===== src/rtl/pwc_pkg.sv =====
package pwc_pkg;
  // Strobes from the control FSM to the datapath, valid for one cycle.
  typedef struct packed {
    logic ldAddr;    // load page and offset from loadAddr
    logic wrByte;    // store dataByte at current offset, advance offset
    logic commitOn;  // commit scan active, scanIdx valid
    logic clrMask;   // last busy cycle: clear written-position mask
  } pwc_strobe_t;
endpackage


===== src/rtl/pwc_ctrl.sv =====
module pwc_ctrl
  import pwc_pkg::*;
#(
  parameter int OFFS_W      = 8,
  parameter int BUSY_CYCLES = 1000000
) (
  input  logic              clk,
  input  logic              rstN,
  input  logic              addrLoad,
  input  logic              dataValid,
  input  logic              stopIn,
  input  logic              maskAny,
  output pwc_strobe_t       strobes,
  output logic [OFFS_W-1:0] scanIdx,
  output logic              busy
);
  localparam int PAGE_BYTES = 1 << OFFS_W;
  localparam int BUSY_LEN   = (BUSY_CYCLES < PAGE_BYTES) ? PAGE_BYTES : BUSY_CYCLES;
  localparam int CNT_W      = $clog2(BUSY_LEN + 1);
  localparam logic [CNT_W-1:0] LAST_CNT = CNT_W'(BUSY_LEN - 1);
  localparam logic [CNT_W-1:0] PAGE_CNT = CNT_W'(PAGE_BYTES);

  typedef enum logic [1:0] {ST_IDLE, ST_FILL, ST_BUSY} state_t;

  state_t           state;
  logic [CNT_W-1:0] busyCnt;

  assign busy    = (state == ST_BUSY);
  assign scanIdx = busyCnt[OFFS_W-1:0];

  always_comb begin
    strobes = '0;
    case (state)
      ST_IDLE: strobes.ldAddr = addrLoad;
      ST_FILL: begin
        strobes.ldAddr = addrLoad;
        strobes.wrByte = dataValid && !addrLoad;
      end
      ST_BUSY: begin
        strobes.commitOn = (busyCnt < PAGE_CNT);
        strobes.clrMask  = (busyCnt == LAST_CNT);
      end
      default: strobes = '0;
    endcase
  end

  always_ff @(posedge clk) begin
    if (!rstN) begin
      state   <= ST_IDLE;
      busyCnt <= '0;
    end else begin
      case (state)
        ST_IDLE: if (addrLoad) state <= ST_FILL;
        ST_FILL: begin
          if (!addrLoad && stopIn) begin
            state   <= maskAny ? ST_BUSY : ST_IDLE;
            busyCnt <= '0;
          end
        end
        ST_BUSY: begin
          if (busyCnt == LAST_CNT) begin
            state   <= ST_IDLE;
            busyCnt <= '0;
          end else begin
            busyCnt <= busyCnt + 1'b1;
          end
        end
        default: state <= ST_IDLE;
      endcase
    end
  end

  AST_BUSY_FROM_STOP: assert property (@(posedge clk) disable iff (!rstN)
    $rose(busy) |-> $past(stopIn));
  AST_NO_BUSY_EMPTY: assert property (@(posedge clk) disable iff (!rstN)
    (state == ST_FILL && stopIn && !addrLoad && !maskAny) |=> !busy);
  AST_DEAF_WHILE_BUSY: assert property (@(posedge clk) disable iff (!rstN)
    busy |-> !(strobes.ldAddr || strobes.wrByte));
endmodule


===== src/rtl/pwc_datapath.sv =====
module pwc_datapath
  import pwc_pkg::*;
#(
  parameter int ADDR_W = 17,
  parameter int OFFS_W = 8
) (
  input  logic              clk,
  input  logic              rstN,
  input  pwc_strobe_t       strobes,
  input  logic [OFFS_W-1:0] scanIdx,
  input  logic [ADDR_W-1:0] loadAddr,
  input  logic [7:0]        dataByte,
  output logic              maskAny,
  output logic [ADDR_W-1:0] curAddr,
  output logic              memWe,
  output logic [ADDR_W-1:0] memAddr,
  output logic [7:0]        memData
);
  localparam int PAGE_W     = ADDR_W - OFFS_W;
  localparam int PAGE_BYTES = 1 << OFFS_W;

  logic [7:0]            pageBuf [PAGE_BYTES];
  logic [PAGE_BYTES-1:0] fillMask;
  logic [PAGE_W-1:0]     pageReg;
  logic [OFFS_W-1:0]     offReg;

  always_ff @(posedge clk) begin
    if (!rstN) begin
      pageReg  <= '0;
      offReg   <= '0;
      fillMask <= '0;
    end else begin
      if (strobes.ldAddr) begin
        pageReg <= loadAddr[ADDR_W-1:OFFS_W];
        offReg  <= loadAddr[OFFS_W-1:0];
      end else if (strobes.wrByte) begin
        offReg           <= offReg + 1'b1;
        fillMask[offReg] <= 1'b1;
      end
      if (strobes.clrMask) fillMask <= '0;
    end
  end

  always_ff @(posedge clk) begin
    if (strobes.wrByte) pageBuf[offReg] <= dataByte;
  end

  assign maskAny = |fillMask;
  assign curAddr = {pageReg, offReg};
  assign memWe   = strobes.commitOn && fillMask[scanIdx];
  assign memAddr = {pageReg, scanIdx};
  assign memData = pageBuf[scanIdx];

  AST_PAGE_FIXED: assert property (@(posedge clk) disable iff (!rstN)
    strobes.wrByte |=> $stable(pageReg));
  AST_MASK_CLEARED: assert property (@(posedge clk) disable iff (!rstN)
    strobes.clrMask |=> !maskAny);
endmodule


===== src/rtl/page_write_commit.sv =====
module page_write_commit
  import pwc_pkg::*;
#(
  parameter int ADDR_W      = 17,
  parameter int OFFS_W      = 8,
  parameter int BUSY_CYCLES = 1000000
) (
  input  logic              clk,
  input  logic              rstN,
  input  logic              addrLoad,
  input  logic [ADDR_W-1:0] loadAddr,
  input  logic              dataValid,
  input  logic [7:0]        dataByte,
  input  logic              stopIn,
  output logic              busy,
  output logic [ADDR_W-1:0] curAddr,
  output logic              memWe,
  output logic [ADDR_W-1:0] memAddr,
  output logic [7:0]        memData
);
  pwc_strobe_t       strobes;
  logic [OFFS_W-1:0] scanIdx;
  logic              maskAny;

  pwc_ctrl #(.OFFS_W(OFFS_W), .BUSY_CYCLES(BUSY_CYCLES)) u_ctrl (
    .clk(clk), .rstN(rstN), .addrLoad(addrLoad), .dataValid(dataValid),
    .stopIn(stopIn), .maskAny(maskAny), .strobes(strobes),
    .scanIdx(scanIdx), .busy(busy)
  );

  pwc_datapath #(.ADDR_W(ADDR_W), .OFFS_W(OFFS_W)) u_dp (
    .clk(clk), .rstN(rstN), .strobes(strobes), .scanIdx(scanIdx),
    .loadAddr(loadAddr), .dataByte(dataByte), .maskAny(maskAny),
    .curAddr(curAddr), .memWe(memWe), .memAddr(memAddr), .memData(memData)
  );

  AST_WE_IN_BUSY: assert property (@(posedge clk) disable iff (!rstN)
    memWe |-> busy);
  AST_WE_SAME_PAGE: assert property (@(posedge clk) disable iff (!rstN)
    memWe |-> (memAddr[ADDR_W-1:OFFS_W] == curAddr[ADDR_W-1:OFFS_W]));
endmodule


===== config.mk =====
export PLATFORM = sky130hd
export DESIGN_NAME = page_write_commit
export DESIGN_NICKNAME = d
export VERILOG_FILES = /design/src/rtl/pwc_pkg.sv /design/src/rtl/pwc_ctrl.sv /design/src/rtl/pwc_datapath.sv /design/src/rtl/page_write_commit.sv
export SDC_FILE = /design/constraint.sdc
export NUM_CORES = 2
export LEC_CHECK = 0
export BUFFER_PORTS_ARGS = -buffer_cell sky130_fd_sc_hd__buf_2
export CORE_MARGIN = 5
export CORE_UTILIZATION = 45
export CTS_CLUSTER_DIAMETER = 120
export DETAILED_ROUTE_END_ITERATION = 8
export PLACE_DENSITY_LB_ADDON = 0.2
export SLEW_MARGIN = 20
export SYNTH_ARGS = -nofsm -noshare
export SYNTH_HDL_FRONTEND = slang
export SYNTH_SLANG_ARGS = --single-unit

===== constraint.sdc =====
create_clock -name clk -period 2.6 [get_ports clk]
set_input_delay 0.26 -clock clk [delete_from_list [all_inputs] [get_ports clk]]
set_output_delay 0.26 -clock clk [all_outputs]
set_load 0.02 [all_outputs]

Word-level counts from Yosys, hierarchy flattened. Memory sizes are Yosys's and may differ from the RTL's. A register that Yosys moved wholly into a read port is not among the register bits. Cells that the tools add are included.

Register bits after elaboration: 295. Bits in writable memories: 2048. Input port bits: 30. Output and inout bits: 44. Memories kept: 1.

$add $sub $neg: 2. $lt $le $gt $ge: 4. Eq/ne operators: 6. Mux-type cells: 21. Bitwise operators: 3. Reductions and logical operators: 14.

Memory list: u_dp.pageBuf (depth 256, bits a word 8, rd ports 1, clocked after memory_dff 1, write ports 1, line pwc_datapath.sv:22) `logic [7:0] pageBuf [PAGE_BYTES];`.

Operators with widths (number): $or 256x256->256 (1); $reduce_or 256->1 (1); $mux 20 (2); $pmux 20 s2 (1); $mux 8 (4); $add 20x1->20 const B (1); $eq 20x20->1 const B (1); $lt 20x9->1 const B (1); $lt 8x9->1 const B (2); $mux 2 (5); $add 8x1->8 const B (1); $bmux 1 s8 (1); $demux 1 s8 (1); $ge 8x1->1 const B (1); $mux 1 (6); $pmux 2 s3 (1); $logic_and 1x1->1 (4); $ne 2x1->1 const B (2); $reduce_and 2->1 (2); $reduce_bool 2->1 (2); $reduce_or 2->1 (2); $reduce_and 3->1 (1); $eq 2x1->1 const B (1); $eq 2x2->1 const B (1); 4 further kinds (5).

Logic depth before layout (Yosys ltp).
Word-level depth: 6. Depth in mapped cells: 10. Mapped depth without buffers: 6.

Hierarchy. A second synthesis with hierarchy kept.

Cells, all modules: 4823. Area total of the unflattened synthesis: 91654.2 µm².

Modules (own cells, without submodules): pwc_datapath (times used 1, cells each 4667, area each 90375.4 µm², seq. area each 66964.2 µm²); pwc_ctrl (times used 1, cells each 156, area each 1278.7 µm², seq. area each 440.4 µm²).

Least setup slack after synthesis. No wires, ideal clock.

Path type: flip-flop to output port. Start: register with a tool-made name. End: output port memData[0]. Arrival time: 2.336 ns. Setup slack: 0.004 ns. Stages on the path, launching flop included: 11. Cell sequence: dfxtp_1 > buf_4 > buf_4 > buf_4 > clkbuf_1 > mux4_2 > mux2i_1 > o221ai_1 > a21oi_1 > a22o_1 > a211oi_1.

RTL lines: end, declared (line page_write_commit.sv:19) `output logic [7:0] memData`.

==> impl_summary.log <==
INFO  metric worst_ep_arrival_time = ~3800 ps
INFO  metric antenna_violations_before_repair = 7
INFO  metric path_max_fanout = 9
INFO  metric floorplan.rows = approximately 170
INFO  metric grt_use_met2 = 0.371
INFO  metric max-vdd-ir-drop = 0.000673 V
INFO  metric asyncSetResetFlopFracSynth = 0
INFO  metric synth-compound-area-share = 0.0346
INFO  metric timing.max_slew.rel_slack = 0.247
INFO  metric fill_cells = 15,400
INFO  metric floorplan_die_area = 213,000 um^2
INFO  metric leakage_dissipation = ~36 nW
INFO  metric fp.coreArea = 203,000 um^2
INFO  metric chipWidth = between 400 and 500 um
INFO  metric drc = 0
INFO  metric violations_in_the_final_reports = setup timing
INFO  metric finalClockSkew = 32.8 ps
INFO  metric post_synth_and_or_nand_nor_area_fraction = 0.0432
INFO  metric die_h = 462 um
INFO  metric crit_type = reg2out
INFO  metric rd_place_congestion = 0.831
INFO  metric fin_ws = -1460 ps
INFO  metric grt_setup_unrepaired = yes
INFO  metric area.growth.synth_to_final = 21.5%
INFO  metric grt_max_degree = 109
INFO  metric nets = a little under 6,000
INFO  metric grt-busiest-layer = met2
INFO  metric pre_cts_ws = -1030 ps
INFO  metric synth_most_common_cell = sky130_fd_sc_hd__edfxtp_1
INFO  metric numPlacedInstances = 8,034
INFO  metric post_synth_main_area_contributors = sky130_fd_sc_hd__edfxtp_1, sky130_fd_sc_hd__mux4_2, sky130_fd_sc_hd__dfxtp_1
INFO  metric cts.root.buffer_cell = sky130_fd_sc_hd__clkbuf_16
INFO  metric drt_first_iter_violations = 5,190
INFO  metric htreeDepth = 4
INFO  metric ant_nets = 0
INFO  metric groute.layer.met1.usage = 0.322
INFO  metric finished_cell_area = 112,000 um^2
INFO  metric floorplan.initialDensity = 0.453
INFO  metric yosys.cell_types.count = 60
INFO  metric synth_flop_cell = sky130_fd_sc_hd__edfxtp_1
INFO  metric netlist.area_leader.share = 0.670
INFO  metric vias_per_cell = 5.82
INFO  metric status = finished, violations left
INFO  metric post_route_cells_drive_above_1_share = 0.350
INFO  metric num_io_pins = 74
INFO  metric yosysSeqAreaShare = 0.736
INFO  metric path_clk_slew = 60 ps
INFO  metric final_min_period_over_clock_period = 1.56
INFO  metric grt_pass1_vias = 50,800
INFO  metric endpoint_kind = output pin
INFO  metric slew_violations = 0
INFO  metric dominant_cell_type_by_area_after_synthesis = sky130_fd_sc_hd__edfxtp_1
INFO  metric globalRouteTotalUtil = 0.228
INFO  metric power.density = 683 nW/um^2
INFO  metric final_util = 0.551
INFO  metric min_period = 4060 ps
INFO  metric grt_util_met3 = 0.0387
INFO  metric dpl_cell_area = 101,000 um^2
INFO  metric worst_slew_pin_slew = approximately 1100 ps
INFO  metric global_route_wire_length_before_repair = between 300,000 and 400,000 um
INFO  metric synth_enable_flop_cells = 2,048
INFO  metric fin_hold_viols = 0
INFO  metric vias = 50,100
INFO  metric max_clock_freq = approximately 250 MHz
INFO  metric postSynthCellCount = between 4,000 and 5,000
INFO  metric routed_wl = 242,000 um
INFO  metric max-cap-violations = 0
INFO  metric hold_ws = 201 ps
INFO  metric largest_family_of_logic_cells_by_synthesized_area = multiplexers
INFO  metric worstPathRequired = 2340 ps
INFO  metric yosys.area_share.xor_xnor = 0.000859
INFO  metric synth.area.mux_share = 0.166
INFO  metric ys_warn_count = 0
INFO  metric routedWlPerCell = ~28 um
INFO  metric tns = -12,030 ps
INFO  metric place.port_buffers = between 70 and 80
INFO  metric synth.net_count = about 5,000
INFO  metric hpwl = 152,000 um
INFO  metric clock_latency = 860 ps
INFO  metric yosys.area_share.adder = 0.000682
INFO  metric worst_setup_path_start_kind = flop
INFO  metric tritoncts.num_buffers = 234
INFO  metric clockBufferDepth = 3
INFO  metric tritoncts = done
INFO  metric cts_num_sinks = 2,351
INFO  metric synth_top_cells_by_count = sky130_fd_sc_hd__edfxtp_1, sky130_fd_sc_hd__mux4_2, sky130_fd_sc_hd__nor2_1, sky130_fd_sc_hd__dfxtp_1, sky130_fd_sc_hd__a21oi_1
INFO  metric avgSynthCellArea = about 19 um^2
INFO  metric synth_cell_area = 91,800 um^2
INFO  metric synthesized_flop_and_latch_total = 2,351
INFO  metric detail_route.first_pass.iterations = 7
INFO  metric final_non_filler_cells = about 8,600
INFO  metric report.power.total = 76.2 mW
INFO  metric report.final.setup_viol = 9
INFO  metric gr-total-overflow = 0
INFO  metric hp-class = in2reg
layout make-up:
type / instances / area [um^2] / area share
antenna: 1 / 2.50 / 0.0000224
sequential: 2351 / 67600 / 0.606
clock buffer: 289 / 6150 / 0.0552
clock inverter: 148 / 1520 / 0.0136
tap: 2672 / 3340 / 0.0300
multi-input combinational: 2160 / 23400 / 0.210
timing repair buffer: 969 / 9450 / 0.0848
inverter: 10 / 37.5 / 0.000337
sequential cells by signal, indices dropped and copies added (netlist names), named ones only:
signal	flops
u_dp.pageBuf	2048
u_dp.fillMask	256
u_ctrl.busyCnt	20
u_dp.pageReg	9
u_dp.offReg	8
u_ctrl.state	2
report_power, final:
| part | internal (mW) | leakage (nW) | switching [mW] | total (mW) |
|---|---|---|---|---|
| clock | 19.4 | 3.77 | 14.3 | 33.7 |
| sequential | 41.0 | 20.8 | 0.0350 | 41.0 |
| combinational | 0.429 | 11.4 | 1.03 | 1.46 |
what timing repair did:
action                                  4_1_cts  5_1_grt
endpoints found under the setup margin       60      356
buffers inserted                             47       17
hold endpoints to repair                    688        0
resized for setup                           172       67
cloned                                       10        5
pin swaps                                    22       24
hold buffers                                 56        0
cell families (layout without fill, tap and decap cells):
family | after synthesis | in the layout
flip-flops | 2351 | 2351
other | 0 | 1
adder cells (fa/ha/maj) | 5 | 5
AND/OR/NAND/NOR | 913 | 913
multiplexers | 720 | 720
XOR/XNOR | 9 | 9
buffers and inverters | 335 | 1416
AO/OA/AOI/OAI | 513 | 513
critical path, cell delays in order (launching register included):
cell and delay, ps:
sky130_fd_sc_hd__dfxtp_4 420, sky130_fd_sc_hd__buf_12 160, sky130_fd_sc_hd__buf_16 180, sky130_fd_sc_hd__buf_16 170, sky130_fd_sc_hd__buf_12 150, sky130_fd_sc_hd__mux4_2 510, sky130_fd_sc_hd__mux4_2 540, sky130_fd_sc_hd__a21oi_4 220
sky130_fd_sc_hd__a22o_4 230, sky130_fd_sc_hd__buf_12 110, sky130_fd_sc_hd__a211oi_4 40, sky130_fd_sc_hd__buf_6 160
final timing paths:
kind	start	end	slack, ps	cells after the start
worst max-delay path	flop	memData[1]	-1460	11
worst min-delay path	loadAddr[6]	u_dp.offReg[6]	200	3
worst max register to register	u_ctrl.busyCnt[2]	u_dp.fillMask[152]	140	10
worst min register to register	u_dp.fillMask[134]	u_dp.fillMask[134]	490	2
layout by cell type, fill, tap and decap left out, drive strengths merged, types with 70 or more instances in the layout:
master,netlist,final
mux4,644,644
dfxtp,303,303
mux2i,70,70
a21oi,273,273
clkinv,0,103
nor2,566,566
edfxtp,2048,2048
buf,168,906
a22oi,82,82
clkbuf,157,294
nand2,125,125
nor4,75,75
per-layer routing:
layer | vias up | share of wire
met5 | - | 0.000054
met4 | 2 | 0.026
met3 | 378 | 0.068
met2 | 1911 | 0.49
met1 | 26300 | 0.42
li1 | 21500 | -
Note: power is estimated with default switching activity, not from simulation.
